[src/rtl/ser_pkg.sv]
package ser_pkg;
  // Largest divider exponent: quarter rate = 2^2 pulses per bit
  localparam int MAX_LOG = 2;

  typedef enum logic [1:0] {
    RATE_FULL    = 2'd0,
    RATE_HALF    = 2'd1,
    RATE_QUARTER = 2'd2,
    RATE_QALT    = 2'd3
  } rateCode_e;

  typedef struct packed {
    logic load;   // capture a new word this edge
    logic shift;  // advance one line bit this edge
    logic wide;   // width of the word being captured
  } serStrobe_t;
endpackage

[src/rtl/ser_ctrl.sv]
module ser_ctrl
  import ser_pkg::*;
#(
  parameter int NARROW_W = 10
) (
  input  logic       clk,
  input  logic       rstN,
  input  logic       bitEn,
  input  logic       wideSel,
  input  logic [1:0] rateSel,
  output serStrobe_t strobe,
  output logic       wordClk
);
  localparam int WIDE_W = 2 * NARROW_W;
  localparam int IDX_W  = $clog2(WIDE_W);
  localparam int DIV_W  = MAX_LOG;

  logic             curWide;
  logic [1:0]       curLog;
  logic [IDX_W-1:0] bitIdx;
  logic [DIV_W-1:0] divCnt;
  logic [IDX_W-1:0] lastIdx;
  logic [DIV_W-1:0] divLast;
  logic [1:0]       effLog;
  logic             tick;
  logic             boundary;

  assign lastIdx  = curWide ? IDX_W'(WIDE_W - 1) : IDX_W'(NARROW_W - 1);
  assign divLast  = DIV_W'((1 << curLog) - 1);
  assign tick     = bitEn && (divCnt == divLast);
  assign boundary = tick && (bitIdx == lastIdx);

  // Quarter rate only for narrow words; wide falls back to half
  always_comb begin
    if (rateSel[1]) effLog = wideSel ? 2'd1 : 2'd2;
    else            effLog = rateSel;
  end

  always_ff @(posedge clk) begin
    if (!rstN) begin
      curWide <= 1'b0;
      curLog  <= 2'd0;
      bitIdx  <= IDX_W'(NARROW_W - 1);
      divCnt  <= '0;
    end else if (bitEn) begin
      if (tick) begin
        divCnt <= '0;
        if (boundary) begin
          bitIdx  <= '0;
          curWide <= wideSel;
          curLog  <= effLog;
        end else begin
          bitIdx <= bitIdx + 1'b1;
        end
      end else begin
        divCnt <= divCnt + 1'b1;
      end
    end
  end

  assign strobe.load  = boundary;
  assign strobe.shift = tick && !boundary;
  assign strobe.wide  = wideSel;

  assign wordClk = curWide ? (bitIdx < IDX_W'(NARROW_W))
                           : (bitIdx < IDX_W'(NARROW_W / 2));


  bit_range_chk: assert property (@(posedge clk) disable iff (!rstN)
    bitIdx <= lastIdx);

  divcnt_range_chk: assert property (@(posedge clk) disable iff (!rstN)
    divCnt <= divLast);

  no_wide_quarter_chk: assert property (@(posedge clk) disable iff (!rstN)
    !(curWide && curLog == 2'd2));

  mode_hold_chk: assert property (@(posedge clk) disable iff (!rstN)
    !strobe.load |=> ($stable(curWide) && $stable(curLog)));

  idle_idx_chk: assert property (@(posedge clk) disable iff (!rstN)
    !bitEn |=> ($stable(bitIdx) && $stable(divCnt)));
endmodule

[src/rtl/ser_datapath.sv]
module ser_datapath
  import ser_pkg::*;
#(
  parameter int NARROW_W = 10
) (
  input  logic                  clk,
  input  logic                  rstN,
  input  serStrobe_t            strobe,
  input  logic                  outEn,
  input  logic [2*NARROW_W-1:0] dataIn,
  output logic                  serOut
);
  localparam int WIDE_W = 2 * NARROW_W;

  logic [WIDE_W-1:0] shiftReg;
  logic [WIDE_W-1:0] loadWord;

  // Send order: LSB of shiftReg goes out first
  always_comb begin
    if (strobe.wide) loadWord = dataIn;
    else             loadWord = {{NARROW_W{1'b0}}, dataIn[WIDE_W-1:NARROW_W]};
  end

  always_ff @(posedge clk) begin
    if (!rstN)             shiftReg <= '0;
    else if (strobe.load)  shiftReg <= loadWord;
    else if (strobe.shift) shiftReg <= shiftReg >> 1;
  end

  assign serOut = outEn & shiftReg[0];


  shift_step_chk: assert property (@(posedge clk) disable iff (!rstN)
    strobe.shift |=> (shiftReg == ($past(shiftReg) >> 1)));

  hold_chk: assert property (@(posedge clk) disable iff (!rstN)
    !(strobe.load || strobe.shift) |=> $stable(shiftReg));

  narrow_fill_chk: assert property (@(posedge clk) disable iff (!rstN)
    (strobe.load && !strobe.wide) |=> (shiftReg[WIDE_W-1:NARROW_W] == '0));
endmodule

[src/rtl/dual_width_serializer.sv]
module dual_width_serializer
  import ser_pkg::*;
#(
  parameter int NARROW_W = 10
) (
  input  logic                  clk,
  input  logic                  rstN,
  input  logic                  bitEn,
  input  logic                  wideSel,
  input  logic [1:0]            rateSel,
  input  logic                  outEn,
  input  logic [2*NARROW_W-1:0] dataIn,
  output logic                  serOut,
  output logic                  wordClk
);
  serStrobe_t strobe;

  ser_ctrl #(.NARROW_W(NARROW_W)) u_ctrl (
    .clk     (clk),
    .rstN    (rstN),
    .bitEn   (bitEn),
    .wideSel (wideSel),
    .rateSel (rateSel),
    .strobe  (strobe),
    .wordClk (wordClk)
  );

  ser_datapath #(.NARROW_W(NARROW_W)) u_data (
    .clk    (clk),
    .rstN   (rstN),
    .strobe (strobe),
    .outEn  (outEn),
    .dataIn (dataIn),
    .serOut (serOut)
  );
endmodule

[config.mk]
export PLATFORM = sky130hd
export DESIGN_NAME = dual_width_serializer
export DESIGN_NICKNAME = d
export VERILOG_FILES = /design/src/rtl/ser_pkg.sv /design/src/rtl/ser_ctrl.sv /design/src/rtl/ser_datapath.sv /design/src/rtl/dual_width_serializer.sv
export SDC_FILE = /design/constraint.sdc
export NUM_CORES = 1
export LEC_CHECK = 0
export BUFFER_PORTS_ARGS = -buffer_cell sky130_fd_sc_hd__buf_2
export CAP_MARGIN = 10
export CORE_MARGIN = 4
export CORE_UTILIZATION = 38
export CTS_BUF_LIST = sky130_fd_sc_hd__clkbuf_4 sky130_fd_sc_hd__clkbuf_8
export DETAILED_ROUTE_END_ITERATION = 8
export PLACE_DENSITY = 0.7
export SYNTH_ARGS = -nofsm -noshare
export SYNTH_HDL_FRONTEND = slang
export SYNTH_SLANG_ARGS = --single-unit
export TNS_END_PERCENT = 30
[constraint.sdc]
create_clock -name clk -period 4.2 [get_ports clk]
set_clock_uncertainty 0.15 [all_clocks]
set_input_delay 0.63 -clock clk [delete_from_list [all_inputs] [get_ports clk]]
set_output_delay 0.63 -clock clk [all_outputs]
set_load 0.03 [all_outputs]
Word level (Yosys, flattened, before mapping)
Index checks and enable logic that the tools add are counted.
- bits in registers: 30
- word-level logic and storage cells: 30
- $add $sub $neg: 3
- magnitude comparators: 2
- equality and inequality tests: 2
- shifts and indexed selects: 1
- muxes and demuxes: 9
- bitwise logic cells: 1
- reductions and logical operators: 7
- operators by type and width (operator ; number):
    2-to-1 mux 20 bit ; 3
    2-to-1 mux 5 bit ; 2
    2-to-1 mux 2 bit ; 3
    adder 5 x 1 -> 5 bit (second input constant) ; 1
    equality test 5 bit ; 1
    < comparator 5 x 3 -> 1 bit (second input constant) ; 1
    < comparator 5 x 4 -> 1 bit (second input constant) ; 1
    logical AND 1 bit ; 3
    AND reduction 3 bit ; 1
    adder 2 x 1 -> 2 bit (second input constant) ; 1
    equality test 2 bit ; 1
    AND reduction 2 bit ; 1
    nonzero test 2 bit ; 1
    << shifter 1 x 2 -> 2 bit (first input constant) ; 1
    subtractor 2 bit (second input constant) ; 1
    bitwise AND 1 bit ; 1
    zero test 1 bit ; 1
    2-to-1 mux 1 bit ; 1

Longest topological paths before layout
- depth after elaboration: 9
- gate-level depth with buffers: 6
- mapped depth without buffers: 4

Hierarchy
A second synthesis with hierarchy kept.
- cell total of the unflattened synthesis: 155
- area, all modules: 1612.8 µm²
- by module, submodules not included (module ; instances ; cells each ; area an instance (µm²) ; sequential area each (µm²)):
    ser_datapath ; 1 ; 91 ; 1033.5 ; 400.4
    ser_ctrl ; 1 ; 64 ; 579.3 ; 200.2

Worst setup path after synthesis
OpenSTA, ideal clock, no wires.
- path kind: reg-to-reg
- start: reg u_ctrl.bitIdx[1]
- end: reg u_data.shiftReg[12]
- arrival: 1.632 ns
- required time: 3.927 ns
- slack: 2.295 ns
- cell stages (with the launch flop): 6
- buffers on the path: 1
- period minus slack after synthesis: 1.905 ns
- cell sequence: dfxtp_1 -> or4b_4 -> a21o_4 -> buf_6 -> a221oi_1 -> nor2_1
- word-level cells in the longest chain between the ends: 5
- RTL lines (element ; line ; RTL):
    from (decl) ; ser_ctrl.sv:20 ; logic [IDX_W-1:0] bitIdx;
    from (signal assigned) ; ser_ctrl.sv:43 ; bitIdx <= IDX_W'(NARROW_W - 1);
    from (signal assigned) ; ser_ctrl.sv:53 ; bitIdx <= bitIdx + 1'b1;
    equality test 5 bit * ; ser_ctrl.sv:31 ; assign boundary = tick && (bitIdx == lastIdx);
    logical AND 1 bit * ; ser_ctrl.sv:31 ;
    zero test 1 bit ; ser_ctrl.sv:62 ; assign strobe.shift = tick && !boundary;
    logical AND 1 bit ; ser_ctrl.sv:62 ;
    nonzero test 2 bit (no line) ; -- ;
    to (signal assigned) ; ser_datapath.sv:26 ; else if (strobe.load) shiftReg <= loadWord;
    to (signal assigned) ; ser_datapath.sv:27 ; else if (strobe.shift) shiftReg <= shiftReg >> 1;
    to (decl) ; ser_datapath.sv:15 ; logic [WIDE_W-1:0] shiftReg;
Every way passes the cells marked *; elsewhere a longest branch is shown, timed or not.
A chain may end at the register's enable or synchronous reset.

Worst setup path after layout
- start: reg u_ctrl.divCnt[0]
- end: reg u_data.shiftReg[0]
- word-level cells in the longest chain between the ends: 6
- RTL lines (element ; line ; RTL):
    from (decl) ; ser_ctrl.sv:21 ; logic [DIV_W-1:0] divCnt;
    from (signal assigned) ; ser_ctrl.sv:56 ; divCnt <= divCnt + 1'b1;
    equality test 2 bit * ; ser_ctrl.sv:30 ; assign tick = bitEn && (divCnt == divLast);
    logical AND 1 bit * ; ser_ctrl.sv:30 ;
    logical AND 1 bit ; ser_ctrl.sv:31 ;
    zero test 1 bit ; ser_ctrl.sv:62 ;
    logical AND 1 bit ; ser_ctrl.sv:62 ;
    nonzero test 2 bit (no line) ; -- ;
Marks and branches as above.

==> impl_metrics.tcl <==
set metrics [dict create \
    crit_fanout 18 \
    worstReg2RegStart "u_ctrl.divCnt[0]" \
    synth_cells 177 \
    multi_input_area_um2 839.6 \
    antenna_found_initial 0 \
    period_minus_slack_ns 2.462 \
    whs_path_depth 2 \
    rr_worst_depth 4 \
    cts_hold_buf 0 \
    cts_buffer_depth 2 \
    status "completed" \
    hold_slack_ns 0.3183 \
    synth_area_leader_cell "dfxtp_1" \
    dpl_cell_area_mm2 0.001659 \
    clk_pin_slew_ns 0.06 \
    hpwl_um 2363 \
    crit_type "reg -> reg" \
    grt_pass1_wl_um 5692 \
    fin_ws_ns 1.738 \
    synth.avg_cell_area_um2 8.589 \
    fin_area_mm2 0.001773 \
    synthTopCellsByArea "dfxtp_1 40%, nor2_1 5.7%, a211oi_1 5.4%, o31ai_1 5.4%, a221oi_1 4.6%" \
    ys_seq_area_share_pct 39.51 \
    num-nets-final 228 \
    grt_util_all_layers_pct 13.86 \
    finalSetupViolCount 0 \
    ys_ff_latch 30 \
    min_to "u_data.shiftReg[19]" \
    drc 0 \
    start_util_pct 40.31 \
    row_count 22 \
    rsz0062_at_grt "no" \
    cts-root-buf "clkbuf_8" \
    gp_congestion 0.7861 \
    ys.flop_type "dfxtp_1" \
    worstPathArrival_ns 2.50 \
    drt_wl_total_um 3386 \
    required_ns 4.24 \
    hold_path_class "reg -> reg" \
    pre_cts_ws_ns 1.749 \
    port_buffers 28 \
    cp-start-kind "flop" \
    dr.first_iter.drc_count 64 \
    num_vias 1385 \
    worst_pin_slew_ns 1.068 \
    rrSetupSlack_ns 1.74 \
    synth_cell_types 38 \
    synth_top_area_share_pct 39.51 \
    diodes 0 \
    reg2reg_to "u_data.shiftReg[0]" \
    post-cts-setup-buffer-count 0 \
    grt_remaining_overflow 0 \
    cts_tree "built" \
    clock_latency_ns 0.28 \
    p_per_area_mw_per_mm2 687.3 \
    area.growth.synth_to_final_pct 16.63 \
    ios 29 \
    p_leak_nw 0.6961 \
    htreeDepth 2 \
    ys_async_sr_fraction_pct 0 \
    cts_resized 0 \
    drv_cap 0 \
    vias_per_cell 5.562 \
    fillers 358 \
    hold_viol 0 \
    grt_max_degree 29 \
    ant_nets 0 \
    ys.warnings.count 0 \
    finalCritPeriodShare_pct 58.61 \
    die_x_um 71.25 \
    synth_edf_count 0 \
    slew_violations 0 \
    register_area_um2 600.6 \
    dieArea_mm2 0.005077 \
    layout.cells.non_filler 249 \
    irDropWorstVdd_v 0.0004559 \
    syn_nets 205 \
    first_pass_iters 4 \
    relSlewSlack_pct 28.83 \
    end_kind "flop" \
    fp.coreArea_mm2 0.003771 \
    tns_ns 0 \
    clkSinkCount 30 \
    timing.fmax_mhz 406.2 \
    min_from "u_data.shiftReg[19]" \
    final_layout_size_suffix_gt1_share_pct 20.90 \
    routedWlPerCell_um 13.60 \
    numCtsBuffers 5 \
    grt_pass1_vias 1249 \
    die_y_um 71.25 \
    synth_area_mm2 0.001520 \
    dp.cells 241 \
]
## worst max-delay path, stage by stage, from the launching register on
cell and delay (ns):
dfxtp_1 0.38, nor4bb_1 0.57, o31a_1 0.59, nand2_1 0.37, o31ai_1 0.32
## cell type report
cell class	count	share of cell area, %
tap	48	3.387
multi-input combinational	130	47.35
timing repair buffer	28	7.904
inverter	5	1.059
sequential	30	33.87
clock inverter	1	1.694
clock buffer	7	4.728
## through the flow
stage	power, mW	utilization [%]
finish	1.219	47.01
global route	1.313	47.01
CTS	1.227	47.01
detailed placement	0.9306	43.99
global placement	0.9283	43.99
floorplan	0.8640	-
## power breakdown
part           switching, mW  total, mW  leakage [nW]  internal (mW)
clock network          0.104      0.295        0.0593          0.190
logic                  0.314      0.502         0.391          0.189
registers             0.0545      0.422         0.246          0.367
total                  0.473       1.22         0.696          0.746
## placed cells by master (no fill, tap or decap), drive strengths merged, types with 2 or more instances in the layout
cell / count
o21ai: 12
dfxtp: 30
nand3: 14
nand2: 7
a21oi: 9
xnor2: 2
o31ai: 12
and3: 2
a211oi: 12
buf: 28
nor2: 23
inv: 5
a221oi: 9
nor2b: 10
nand4: 2
clkbuf: 7
## logic make-up (layout without fill, tap and decap cells)
family / count (synthesis) / in the layout / synth area share (%)
AO/OA/AOI/OAI: 59 / 59 / 29.30
multiplexers: 1 / 1 / 0.6585
buffers and inverters: 17 / 41 / 5.843
XOR/XNOR: 3 / 3 / 1.729
adder cells (fa/ha/maj): 1 / 1 / 0.8229
AND/OR/NAND/NOR: 66 / 66 / 22.14
flip-flops: 30 / 30 / 39.51
## metal layers
metal,GRT usage [%],vias to the layer above,share of wire (%)
met5,0,-,0
met4,6.681,0,1.9
met3,3.366,6,5.1
met2,20.82,38,45
met1,18.57,638,48
li1,-,703,-
## cells in the mapped netlist (2+ instances only)
cell,number
a211oi_1,11
a21oi_1,8
a221oi_1,8
and3_1,2
buf_2,2
buf_4,2
buf_6,2
clkbuf_1,6
dfxtp_1,30
inv_1,5
nand2_1,7
nand3_1,14
nand4_1,2
nor2_1,23
nor2b_1,10
o21ai_0,12
o31ai_1,11
xnor2_1,2
## state kept, by name (all words and copies together), names as in the netlist
name and count:
u_ctrl.curWide 1, u_data.shiftReg 20, u_ctrl.bitIdx 5, u_ctrl.divCnt 2, u_ctrl.curLog 2
## how the worst max path moves through the flow
stage / from / to / slack, ns / depth (start not counted)
final: u_ctrl.divCnt[0] / u_data.shiftReg[0] / 1.74 / 4
after detailed placement: u_ctrl.divCnt[0] / u_data.shiftReg[0] / 1.75 / 4
after CTS: u_ctrl.divCnt[0] / u_data.shiftReg[0] / 1.73 / 4
after global routing: u_ctrl.divCnt[0] / u_data.shiftReg[2] / 1.50 / 4
after floorplan: u_ctrl.bitIdx[1] / u_data.shiftReg[12] / 2.29 / 5
after global placement: u_ctrl.divCnt[0] / u_data.shiftReg[6] / 1.83 / 4
No activity file was read; power rests on OpenSTA's default activity.
